### src/rtl/pll_wait_pkg.sv
package pll_wait_pkg;
  localparam int unsigned REG_W    = 8;
  localparam int unsigned CODE_LSB = 0;
  localparam int unsigned SRC_BIT  = 4;

  // Number of reference ticks for a given wait code
  function automatic int unsigned wait_cycles(input int unsigned base_exp,
                                              input int unsigned code);
    return 32'd1 << (base_exp + code);
  endfunction

  // Bits that hold storage; all others are reserved and read zero
  function automatic logic [REG_W-1:0] write_mask(input int unsigned code_w);
    logic [REG_W-1:0] m;
    m = '0;
    for (int i = 0; i < int'(code_w); i++) m[CODE_LSB + i] = 1'b1;
    m[SRC_BIT] = 1'b1;
    return m;
  endfunction
endpackage

### src/rtl/pwt_cfg_reg.sv
module pwt_cfg_reg #(
  parameter int unsigned CODE_W = 3
) (
  input  logic                           clk,
  input  logic                           por_n,
  input  logic                           wr_en,
  input  logic [pll_wait_pkg::REG_W-1:0] wr_data,
  output logic [pll_wait_pkg::REG_W-1:0] cfg_q,
  output logic [CODE_W-1:0]              code,
  output logic                           src
);
  localparam logic [pll_wait_pkg::REG_W-1:0] MASK = pll_wait_pkg::write_mask(CODE_W);

  // Only power-on reset clears the configuration
  always_ff @(posedge clk or negedge por_n) begin
    if (!por_n)     cfg_q <= '0;
    else if (wr_en) cfg_q <= wr_data & MASK;
  end

  assign code = cfg_q[pll_wait_pkg::CODE_LSB +: CODE_W];
  assign src  = cfg_q[pll_wait_pkg::SRC_BIT];
endmodule

### src/rtl/pwt_en_edge.sv
module pwt_en_edge (
  input  logic clk,
  input  logic por_n,
  input  logic sw_rst,
  input  logic pll_en,
  output logic start
);
  logic en_q;

  always_ff @(posedge clk or negedge por_n) begin
    if (!por_n)      en_q <= 1'b0;
    else if (sw_rst) en_q <= 1'b0;
    else             en_q <= pll_en;
  end

  assign start = pll_en & ~en_q & ~sw_rst;
endmodule

### src/rtl/pwt_wait_cnt.sv
module pwt_wait_cnt #(
  parameter int unsigned CODE_W   = 3,
  parameter int unsigned BASE_EXP = 9,
  parameter int unsigned CNT_W    = BASE_EXP + (1 << CODE_W)
) (
  input  logic              clk,
  input  logic              por_n,
  input  logic              sw_rst,
  input  logic              pll_en,
  input  logic              start,
  input  logic              ref_tick,
  input  logic [CODE_W-1:0] code,
  output logic              active,
  output logic [CNT_W-1:0]  cnt,
  output logic [CNT_W-1:0]  limit,
  output logic              done
);
  logic [CNT_W-1:0] limit_d;
  logic [CNT_W-1:0] cnt_inc;

  assign limit_d = CNT_W'(pll_wait_pkg::wait_cycles(BASE_EXP, 32'(code)));
  assign cnt_inc = cnt + 1'b1;

  always_ff @(posedge clk or negedge por_n) begin
    if (!por_n) begin
      active <= 1'b0;
      cnt    <= '0;
      limit  <= '0;
      done   <= 1'b0;
    end else if (sw_rst || !pll_en) begin
      active <= 1'b0;
      cnt    <= '0;
      done   <= 1'b0;
    end else if (start) begin
      active <= 1'b1;
      cnt    <= '0;
      limit  <= limit_d;
      done   <= 1'b0;
    end else if (active && ref_tick && !done) begin
      cnt <= cnt_inc;
      if (cnt_inc == limit) done <= 1'b1;
    end
  end
endmodule

### src/rtl/pll_wait_timer.sv
module pll_wait_timer #(
  parameter int unsigned CODE_W   = 3,
  parameter int unsigned BASE_EXP = 9
) (
  input  logic       clk,
  input  logic       por_n,
  input  logic       sw_rst,
  input  logic       ref_tick,
  input  logic       wr_en,
  input  logic [7:0] wr_data,
  output logic [7:0] rd_data,
  input  logic       pll_en,
  output logic       pll_ready,
  output logic       src_sel
);
  localparam int unsigned CNT_W = BASE_EXP + (1 << CODE_W);

  logic [7:0]        cfg_q;
  logic [CODE_W-1:0] code;
  logic              src;
  logic              start;
  logic              active;
  logic [CNT_W-1:0]  cnt;
  logic [CNT_W-1:0]  limit;
  logic              done;

  pwt_cfg_reg #(.CODE_W(CODE_W)) u_cfg (
    .clk(clk), .por_n(por_n), .wr_en(wr_en), .wr_data(wr_data),
    .cfg_q(cfg_q), .code(code), .src(src)
  );

  pwt_en_edge u_edge (
    .clk(clk), .por_n(por_n), .sw_rst(sw_rst), .pll_en(pll_en), .start(start)
  );

  pwt_wait_cnt #(.CODE_W(CODE_W), .BASE_EXP(BASE_EXP), .CNT_W(CNT_W)) u_cnt (
    .clk(clk), .por_n(por_n), .sw_rst(sw_rst), .pll_en(pll_en), .start(start),
    .ref_tick(ref_tick), .code(code), .active(active), .cnt(cnt),
    .limit(limit), .done(done)
  );

  assign rd_data   = cfg_q;
  assign src_sel   = src;
  assign pll_ready = done & pll_en;
endmodule

### config.mk
export PLATFORM = sky130hd
export DESIGN_NAME = pll_wait_timer
export DESIGN_NICKNAME = d
export VERILOG_FILES = /design/src/rtl/pll_wait_pkg.sv /design/src/rtl/pwt_cfg_reg.sv /design/src/rtl/pwt_en_edge.sv /design/src/rtl/pwt_wait_cnt.sv /design/src/rtl/pll_wait_timer.sv
export SDC_FILE = /design/constraint.sdc
export NUM_CORES = 1
export LEC_CHECK = 0
export BUFFER_PORTS_ARGS = -buffer_cell sky130_fd_sc_hd__buf_2
export CORE_ASPECT_RATIO = 0.6
export CORE_UTILIZATION = 40
export DETAILED_ROUTE_END_ITERATION = 10
export GPL_TIMING_DRIVEN = 0
export PLACE_DENSITY = 0.55
export SKIP_CTS_REPAIR_TIMING = 1
export SLEW_MARGIN = 20
export SYNTH_ARGS = -nofsm -noshare
export SYNTH_HDL_FRONTEND = slang
export SYNTH_SLANG_ARGS = --single-unit
export TNS_END_PERCENT = 10
### constraint.sdc
create_clock -name clk -period 2.6 [get_ports clk]
set_clock_uncertainty 0.15 [all_clocks]
set_input_delay 0.13 -clock clk [delete_from_list [all_inputs] [get_ports clk]]
set_output_delay 0.13 -clock clk [all_outputs]
set_load 0.01 [all_outputs]
==> flow_summary.yaml <==
synthesis:
  async_flop_share_pct: 100
  synth.distinct_cells: 49
  syn-mean-instance-area_um2: 9.83
  yosys_warnings: 0
  synthesis.area_um2: 2410
  yosysSeqAreaShare_pct: 42.6
  synth_edf_count: 0
  synth-seq-cells: 41
  yosys.area.top_type: "dfrtp_1"
  netlist_instances: 245
  synthTopCellsByArea: "dfrtp_1, xor2_1, xnor2_1"
  synth_ff_type: "dfrtp_1"
  synth_top_area_share_pct: 42.6
floorplanning:
  start_util_pct: 42.4
  rows: 21
  core-area_um2: 5680
  io_pins: 24
  die_h_um: 62.1
  die_x_um: 102
  die_area_um2: 6350
power:
  netSwitchingPower_uw: 373
  seqPwrFrac_pct: 52.8
  p_int_uw: 939
  pwr-share-clk_pct: 33.6
  peakVddDrop_uv: 247
  power_density_nw_per_um2: 466
  leakage_nw: 1.24
  switching_share_pct: 28.4
  total_power_mw: 1.31
  comb_power_share_pct: 13.6
timing:
  tns_ps: 0
  max_freq_mhz: 409
  rsz0062_at_grt: "false"
  max_slew.worst_pin.slew_ps: 931
  relSlewSlack_pct: 37.9
  fin_crit_sh_pct: 94.1
  holdWs_ps: 64.3
  layout_setup_ws_ps: 154
  hold_violations: 0
  setup_viol: 0
  finalCriticalPeriod_ps: 2450
  slew_violations: 0
critical_path:
  cp_num_buf_inv: 0
  r2r_cells: 7
  crit_path_frequent_cell: "or4_1"
  r2r-start: "u_cnt.cnt[0]"
  cp_slowest_cell: "dfrtp_1"
  path_class: "reg -> reg"
  critPathTopFamily: "simple AND/OR/NAND/NOR gates"
  crit_required_ps: 2680
  slowest_delay_ps: 450
  reg2reg_to: "u_cnt.done"
  reg2reg_setup_slack_ps: 150
  crit_arrival_ps: 2520
  crit_chain: "ha_1, xor2_1, nor4_2, nand3_1, or4_1, or4_1, o22ai_2"
  path_max_fanout: 6
  startpoint_type: "flop"
  endpoint_kind: "flop"
place:
  dp.cells: 343
  gp_congestion: 0.814
  dp_hpwl_mm: 3.88
  place_ws_ps: 78.4
  port_buffers: 15
worst_hold_path:
  holdPathStages: 3
  min_from: "pll_en"
  holdPathEnd: "u_cnt.cnt[16]"
  hold_path.class: "in -> reg"
final_layout:
  instances_no_fill: 362
  n_antenna_cell: 0
  final_common_cell: "dfrtp_1"
  synthToLayoutAreaGrowth_pct: 16.8
  most-common-layout-cells: "dfrtp_1, nor2_1, nand2_1, xor2_1, buf_2"
  drive_gt1_share_pct: 19.1
  layout.nets: 297
clocking:
  clock_path_buffers: 2
  clock-sinks: 41
  cts_tree: "yes"
  cts_buffers: 5
  cts.clk_slew.worst_paths_ps: 90
  cts_root_buf: "clkbuf_8"
  insertion_delay_ps: 310
  htreeDepth: 2
global_route:
  first_global_vias: 1637
  grt_pass1_wl_mm: 8.98
  antenna_found_initial: 0
  grt_usage_pct: 19.2
  grt.overflow.total: 0
  grt_max_degree: 42
drt:
  drc: 0
  drtIter0Drc: 102
  wl_per_cell_um: 15.3
  dr.pass1.iters: 5
  drt-total-wl_mm: 5.55
  viasPerCell: 5.04
  ant_nets: 0
  num_vias: 1825
job:
  maxCapViolCount: 0
outcome:
  status: "complete, no violations"
worst reg2reg max path, cell delays in order, from the launching register on:
cell and delay [ps]:
dfrtp_1 450, ha_1 340, xor2_1 180, nor4_2 150, nand3_1 100, or4_1 450
or4_1 440, o22ai_2 100
through the flow:
step / util, % / cell area (um^2)
global route: 49.6 / 2810
finish: 49.6 / 2810
global placement: 45.7 / 2590
floorplan: - / 2420
CTS: 47.3 / 2690
detailed placement: 45.7 / 2590
final cells by class:
class	instances	area, um^2
plain buffers	19	118
clock buffers	5	68.8
fillers	541	2860
multi-input cells	185	1280
inverters	3	11.3
well taps	80	100
clock inverters	3	21.3
flip-flops and latches	41	1030
repair buffers	26	185
per-layer routing:
layer	share of wire [%]	routed length, um	global-route usage, %
met1	53	2970	31.9
met2	40	2200	24.1
met3	6.1	336	4.05
met4	0.76	42	4.82
met5	0	0	0
how the worst max path moves through the flow:
| stage | startpoint | cells after the start | slack, ps | to |
|---|---|---|---|---|
| final | u_cnt.cnt[0] | 7 | 150 | u_cnt.done |
| after global routing | u_cnt.cnt[0] | 7 | 8 | u_cnt.done |
| after CTS | u_cnt.cnt[0] | 7 | 60 | u_cnt.done |
| after detailed placement | u_cnt.cnt[0] | 7 | 80 | u_cnt.done |
| after global placement | u_cnt.cnt[0] | 7 | 70 | u_cnt.done |
| after floorplan | u_cnt.cnt[0] | 7 | 290 | u_cnt.done |
logic make-up (layout without fill, tap and decap cells):
group / count (synthesis) / after routing / synth area share [%]
simple gates: 106 / 106 / 25.1
flops: 41 / 41 / 42.6
xor+xnor: 37 / 37 / 13.8
compound gates: 31 / 31 / 9.66
buf+inv: 22 / 56 / 5.35
mux: 5 / 5 / 2.34
fa+ha+maj: 2 / 2 / 1.04
other cells: 1 / 4 / 0.156
cell usage after synthesis, types with 5 or more instances:
| library cell | n |
|---|---|
| nand2_1 | 21 |
| nand2b_1 | 5 |
| and2_1 | 8 |
| o21ai_0 | 7 |
| xor2_1 | 21 |
| mux2_2 | 5 |
| nand4_1 | 8 |
| clkbuf_1 | 6 |
| buf_4 | 7 |
| xnor2_1 | 15 |
| dfrtp_1 | 41 |
| nor2b_1 | 5 |
| nand3_1 | 7 |
| nor2_1 | 25 |
registers in the layout, summed over array words and instances, names as in the netlist:
| signal | flops |
|---|---|
| u_cnt.active | 1 |
| u_cfg.cfg_q | 4 |
| u_cnt.limit | 17 |
| u_cnt.cnt | 17 |
| u_cnt.done | 1 |
| u_edge.en_q | 1 |
power by group through the flow:
stage / Clock, mW / Combinational [mW] / Sequential, mW
floorplan: 0 / 0.108 / 0.698
global placement: 0 / 0.160 / 0.704
detailed placement: 0 / 0.161 / 0.705
CTS: 0.449 / 0.162 / 0.693
global route: 0.490 / 0.200 / 0.697
finish: 0.440 / 0.178 / 0.693
Power figures use the tool's default switching activity.
